**src/rtl/rscd_pkg.sv**
```systemverilog
package rscd_pkg;
  typedef enum logic [1:0] {
    FC_OFF   = 2'b00,
    FC_PAIR2 = 2'b01,
    FC_PAIR1 = 2'b10,
    FC_RSVD  = 2'b11
  } fc_mode_e;

  localparam int unsigned NREF = 4;
  typedef enum logic [1:0] {
    REF_XON1  = 2'd0,
    REF_XOFF1 = 2'd1,
    REF_XON2  = 2'd2,
    REF_XOFF2 = 2'd3
  } ref_idx_e;

  typedef struct packed {
    logic we;
    logic spec;
    logic xoff;
    logic xon;
  } rscd_dec_t;
endpackage

```
**src/rtl/rscd_cmp.sv**
```systemverilog
module rscd_cmp #(
  parameter int unsigned DW   = 8,
  parameter int unsigned NREF = 4
) (
  input  logic [DW-1:0]   data_i,
  input  logic [DW-1:0]   ref_i [NREF],
  output logic [NREF-1:0] hit_o
);
  for (genvar g = 0; g < NREF; g++) begin : g_cmp
    assign hit_o[g] = (data_i == ref_i[g]);
  end
endmodule

```
**src/rtl/rscd_route.sv**
```systemverilog
module rscd_route
  import rscd_pkg::*;
#(
  parameter int unsigned NREF = 4
) (
  input  logic            valid_i,
  input  logic            det_en_i,
  input  logic [1:0]      fc_mode_i,
  input  logic [NREF-1:0] hit_i,
  output rscd_dec_t       dec_o
);
  logic fc_on, hit_xoff, hit_xon;

  always_comb begin
    fc_on    = (fc_mode_i == FC_PAIR1) || (fc_mode_i == FC_PAIR2);
    hit_xoff = 1'b0;
    hit_xon  = 1'b0;
    if (fc_mode_i == FC_PAIR1) begin
      hit_xoff = hit_i[REF_XOFF1];
      hit_xon  = hit_i[REF_XON1];
    end else if (fc_mode_i == FC_PAIR2) begin
      hit_xoff = hit_i[REF_XOFF2];
      hit_xon  = hit_i[REF_XON2];
    end
    // Xoff takes precedence when both references hold the same value
    dec_o.xoff = valid_i && fc_on && hit_xoff;
    dec_o.xon  = valid_i && fc_on && hit_xon && !hit_xoff;
    dec_o.spec = valid_i && det_en_i && hit_i[REF_XOFF2];
    dec_o.we   = valid_i && !(fc_on && (hit_xoff || hit_xon));
  end
endmodule

```
**src/rtl/rscd_out.sv**
```systemverilog
module rscd_out
  import rscd_pkg::*;
#(
  parameter int unsigned DW = 8
) (
  input  logic          clk_i,
  input  logic          rst_ni,
  input  rscd_dec_t     dec_i,
  input  logic [DW-1:0] data_i,
  input  logic          ferr_i,
  input  logic          perr_i,
  input  logic          clr_i,
  output logic          we_o,
  output logic [DW-1:0] data_o,
  output logic          ferr_o,
  output logic          perr_o,
  output logic          xoff_o,
  output logic          xon_o,
  output logic          flag_o
);
  always_ff @(posedge clk_i or negedge rst_ni) begin
    if (!rst_ni) begin
      we_o   <= 1'b0;
      xoff_o <= 1'b0;
      xon_o  <= 1'b0;
    end else begin
      we_o   <= dec_i.we;
      xoff_o <= dec_i.xoff;
      xon_o  <= dec_i.xon;
    end
  end

  always_ff @(posedge clk_i or negedge rst_ni) begin
    if (!rst_ni) begin
      data_o <= '0;
      ferr_o <= 1'b0;
      perr_o <= 1'b0;
    end else if (dec_i.we) begin
      data_o <= data_i;
      ferr_o <= ferr_i;
      perr_o <= perr_i;
    end
  end

  // A new detection wins over a simultaneous clear
  always_ff @(posedge clk_i or negedge rst_ni) begin
    if (!rst_ni)          flag_o <= 1'b0;
    else if (dec_i.spec)  flag_o <= 1'b1;
    else if (clr_i)       flag_o <= 1'b0;
  end
endmodule

```
**src/rtl/rx_spchar_det.sv**
```systemverilog
module rx_spchar_det
  import rscd_pkg::*;
#(
  parameter int unsigned DW = 8
) (
  input  logic          clk_i,
  input  logic          rst_ni,
  input  logic          rx_valid_i,
  input  logic [DW-1:0] rx_data_i,
  input  logic          rx_ferr_i,
  input  logic          rx_perr_i,
  input  logic          det_en_i,
  input  logic [1:0]    fc_mode_i,
  input  logic [DW-1:0] xon1_i,
  input  logic [DW-1:0] xoff1_i,
  input  logic [DW-1:0] xon2_i,
  input  logic [DW-1:0] xoff2_i,
  input  logic          stat_rd_i,
  output logic          fifo_we_o,
  output logic [DW-1:0] fifo_data_o,
  output logic          fifo_ferr_o,
  output logic          fifo_perr_o,
  output logic          spec_flag_o,
  output logic          xoff_rx_o,
  output logic          xon_rx_o
);
  logic [DW-1:0]   refs [NREF];
  logic [NREF-1:0] hit;
  rscd_dec_t       dec;

  assign refs[REF_XON1]  = xon1_i;
  assign refs[REF_XOFF1] = xoff1_i;
  assign refs[REF_XON2]  = xon2_i;
  assign refs[REF_XOFF2] = xoff2_i;

  rscd_cmp #(.DW(DW), .NREF(NREF)) i_cmp (
    .data_i (rx_data_i),
    .ref_i  (refs),
    .hit_o  (hit)
  );

  rscd_route #(.NREF(NREF)) i_route (
    .valid_i   (rx_valid_i),
    .det_en_i  (det_en_i),
    .fc_mode_i (fc_mode_i),
    .hit_i     (hit),
    .dec_o     (dec)
  );

  rscd_out #(.DW(DW)) i_out (
    .clk_i  (clk_i),
    .rst_ni (rst_ni),
    .dec_i  (dec),
    .data_i (rx_data_i),
    .ferr_i (rx_ferr_i),
    .perr_i (rx_perr_i),
    .clr_i  (stat_rd_i),
    .we_o   (fifo_we_o),
    .data_o (fifo_data_o),
    .ferr_o (fifo_ferr_o),
    .perr_o (fifo_perr_o),
    .xoff_o (xoff_rx_o),
    .xon_o  (xon_rx_o),
    .flag_o (spec_flag_o)
  );
endmodule

```
**config.mk**
```make
export PLATFORM = sky130hd
export DESIGN_NAME = rx_spchar_det
export DESIGN_NICKNAME = d
export VERILOG_FILES = /design/src/rtl/rscd_pkg.sv /design/src/rtl/rscd_cmp.sv /design/src/rtl/rscd_route.sv /design/src/rtl/rscd_out.sv /design/src/rtl/rx_spchar_det.sv
export SDC_FILE = /design/constraint.sdc
export NUM_CORES = 1
export LEC_CHECK = 0
export ABC_AREA = 1
export BUFFER_PORTS_ARGS = -buffer_cell sky130_fd_sc_hd__buf_2
export CORE_MARGIN = 2
export CORE_UTILIZATION = 49
export DETAILED_ROUTE_END_ITERATION = 8
export HOLD_SLACK_MARGIN = 0.08
export PLACE_DENSITY_LB_ADDON = 0.08
export SETUP_SLACK_MARGIN = 0.05
export SLEW_MARGIN = 20
export SYNTH_ARGS = -nofsm -noshare
export SYNTH_HDL_FRONTEND = slang
export SYNTH_HIERARCHICAL = 1
export SYNTH_SLANG_ARGS = --single-unit
```
**constraint.sdc**
```tcl
create_clock -name clk_i -period 1.3 [get_ports clk_i]
set_input_delay 0.065 -clock clk_i [delete_from_list [all_inputs] [get_ports clk_i]]
set_output_delay 0.065 -clock clk_i [all_outputs]
set_load 0.02 [all_outputs]
```
==> impl_results.md <==
* Outcome: completed
* Post-synth EDFFs at 0
* Crit end category: flip-flop
* RSZ-0062 raised after global routing: true
* Die width at 54 µm
* Ys flop type: dfrtp_1
* Actual slew at the worst max-slew pin at 299 ps
* Count leader, synth: nand2_1
* Yosys warns at 6
* Max Root-Sink Buffers at 2
* IO Count at 63
* Register area share after synthesis at 0.286
* Busiest grt layer: met2
* Initial Util at 0.504
* Ys async rst share at 1.00
* Synth Register Bits at 14
* DP Wirelength at 2.31 mm
* TritonCTS buffer count at 3
* Chip Height at 54 µm
* Skew-Pair Late Insertion Delay at 270 ps
* Finished Layout Cells at 353
* Leak pwr at 1.31 nW
* Worst path required time at 1460 ps
* FMAX at 795 MHz
* Root Driver: clkbuf_4
* Syn Area/Cell at 5.17 µm²
* Tot GR Track Use at 0.205
* Global-route wire length before repair at 4.44 mm
* Via count at 1565
* Max-cap violation count at 0
* Clk pin slew, worst setup/hold paths at 80 ps
* Crit path DAT at 1420 ps
* Final-report hold violation count at 0
* CP Class: input port to flip-flop
* Layout Skew at 0 ps
* Top cells by count, synth: nand2_1 (143), inv_1 (42), nor2_1 (22), dfrtp_1 (14), inv_2 (8)
* Finish-stage setup viols at 0
* CTS tree: built
* Final core utilization at 0.808
* DR vias/cell at 4.43
* Yosys top cell area share at 0.438
* Relative slew slack at 0.801
* PnR worst setup slack at 42.9 ps
* CP max stage delay at 250 ps
* FF/Latch Area at 350 µm²
* Mapped Cells at 237
* 1st-pass router iterations at 4
* P&R area growth vs syn at 60.4%
* Filler cells at 180
* Top cells by area, synth: nand2_1 (44%), dfrtp_1 (29%), inv_1 (13%), nor2_1 (6.7%), inv_2 (2.5%)
* Initial antenna violation count at 0
* Total power density per cell area at 644 nW/µm²
* Peak supply drop at 0.527 mV
* Slowest CP cell: a21oi_4
* # placed instances at 342
* Flop-to-flop setup slack at 650 ps
* Area occupied by multi-input gates at 731 µm²
* Met2 usage in global routing at 0.372
* DRC at 0
* CP dominant cell by count: nand2_1
* Clock sink total at 14
* Critical path cell sequence: buf_12 -> inv_6 -> nand2_4 -> nand2_2 -> nor2_2 -> nand2_1 -> nor2_1 -> nand2_1 -> nor2_1 -> nor2_2 -> nand2_2 -> a21oi_4 -> clkinvlp_4 -> nand2_1 -> nand2_1
* H-tree depth at 1
* Top delay family on crit path: simple AND/OR/NAND/NOR gates
* Pin count of the biggest net entering global routing at 15
* Gpl congestion at 0.757
* Met3 track demand over resource at 0.0278
* Placed Area at 1680 µm²
* Cell taking the most area after synthesis: nand2_1
* Setup_tns at 0 ps
* Final period utilization at 0.967
* Die area at 2920 µm²
* Fraction of layout cells with a size suffix above 1 at 0.347
* Post-Layout Inst Area at 1960 µm²
* Hold Crit Class: input port to flip-flop
* Port bufs at 62
* Fin nets at 376
* CP Max Fanout at 6
* Pre-CTS setup slack at -156 ps
* Post-synth cell types at 12
* Core area at 2430 µm²
* Mapped Nets at 288
* Routed length per instance at 9.17 µm
* Bufs and invs on worst path at 3
* Final WL at 3.24 mm
* Site row count at 18
* Met1 global-route usage at 0.235
* 1st-iter DRT viols at 26
* Post-layout minimum cycle time at 1260 ps
* Detail Route Antenna Nets at 0
* Startpoint Class: input port
* Ant. Diodes at 0
* Synthesized area at 1220 µm²
* Vias in the first global route at 1210
* Congestion Overflow GR at 0
* Fin. max-slew vios at 0
[sequential cells by signal, indices dropped and copies added (netlist names)]
| register | flops |
|---|---|
| i_out/perr_o | 1 |
| i_out/data_o | 8 |
| i_out/flag_o | 1 |
| i_out/ferr_o | 1 |
| i_out/we_o | 1 |
| i_out/xoff_o | 1 |
| i_out/xon_o | 1 |
[repair_timing]
item	4_1_cts	5_1_grt
endpoints found under the setup margin	0	10
resized for setup	0	71
hold endpoints to repair	19	0
hold buffers	5	0
setup buffers	0	2
[layout make-up]
class	count	area share
multi-input combinational	172	0.372
timing repair buffer	83	0.301
sequential	14	0.178
inverter	50	0.115
tap	30	0.0191
clock buffer	3	0.0115
timing repair inverter	1	0.00382
[layer usage]
layer | part of all wire | wire length, µm | vias to the layer above
li1 | - | - | 845
met1 | 0.42 | 1370 | 655
met2 | 0.49 | 1600 | 59
met3 | 0.066 | 214 | 6
met4 | 0.016 | 51 | 0
met5 | 0 | 0 | -
[worst paths after layout]
check	to	cells after the start	start
setup / recovery	i_out/data_o[7]	15	rx_data_i[3]
hold / removal	i_out/xoff_o	3	fc_mode_i[1]
setup reg to reg	i_out/data_o[3]	2	i_out/data_o[3]
hold reg to reg	i_out/flag_o	2	i_out/flag_o
min in group asynchronous	i_out/data_o[1]	2	rst_ni
max in group asynchronous	i_out/data_o[6]	2	rst_ni
[layout by cell type, fill, tap and decap left out, drive strengths merged]
master / n
clkinvlp: 1
nand2: 143
inv: 49
nor3: 1
dfrtp: 14
nor2: 23
a21oi: 1
clkinv: 1
nand3: 1
ha: 2
and3: 1
dlygate4sd3: 5
clkbuf: 3
buf: 78
[report_power, final]
part | internal, mW | leakage (nW) | switching (mW) | total (mW)
logic | 0.246 | 1.12 | 0.295 | 0.542
registers | 0.474 | 0.176 | 0.0205 | 0.495
clock network | 0.107 | 0.0138 | 0.122 | 0.230
total | 0.828 | 1.31 | 0.438 | 1.27
[worst min-delay path: stages]
cell and delay, ps:
buf_2 90, ha_1 140, nor3_1 50
[per-stage QoR]
stage / power [mW] / hold slack (ps)
2_1_floorplan: 0.740 / -231
3_3_place_gp: 0.944 / -34.2
3_5_place_dp: 0.952 / -34.7
4_1_cts: 1.20 / 95.8
5_1_grt: 1.37 / 120
6_report: 1.27 / 108
[kinds of logic after synthesis]
kind of cell	count (synthesis)	share of synthesized area
adder cells (fa/ha/maj)	2	0.0204
buffers and inverters	51	0.162
AND/OR/NAND/NOR	169	0.524
flip-flops	14	0.286
AO/OA/AOI/OAI	1	0.00715
Note: power is estimated with default switching activity, not from simulation.
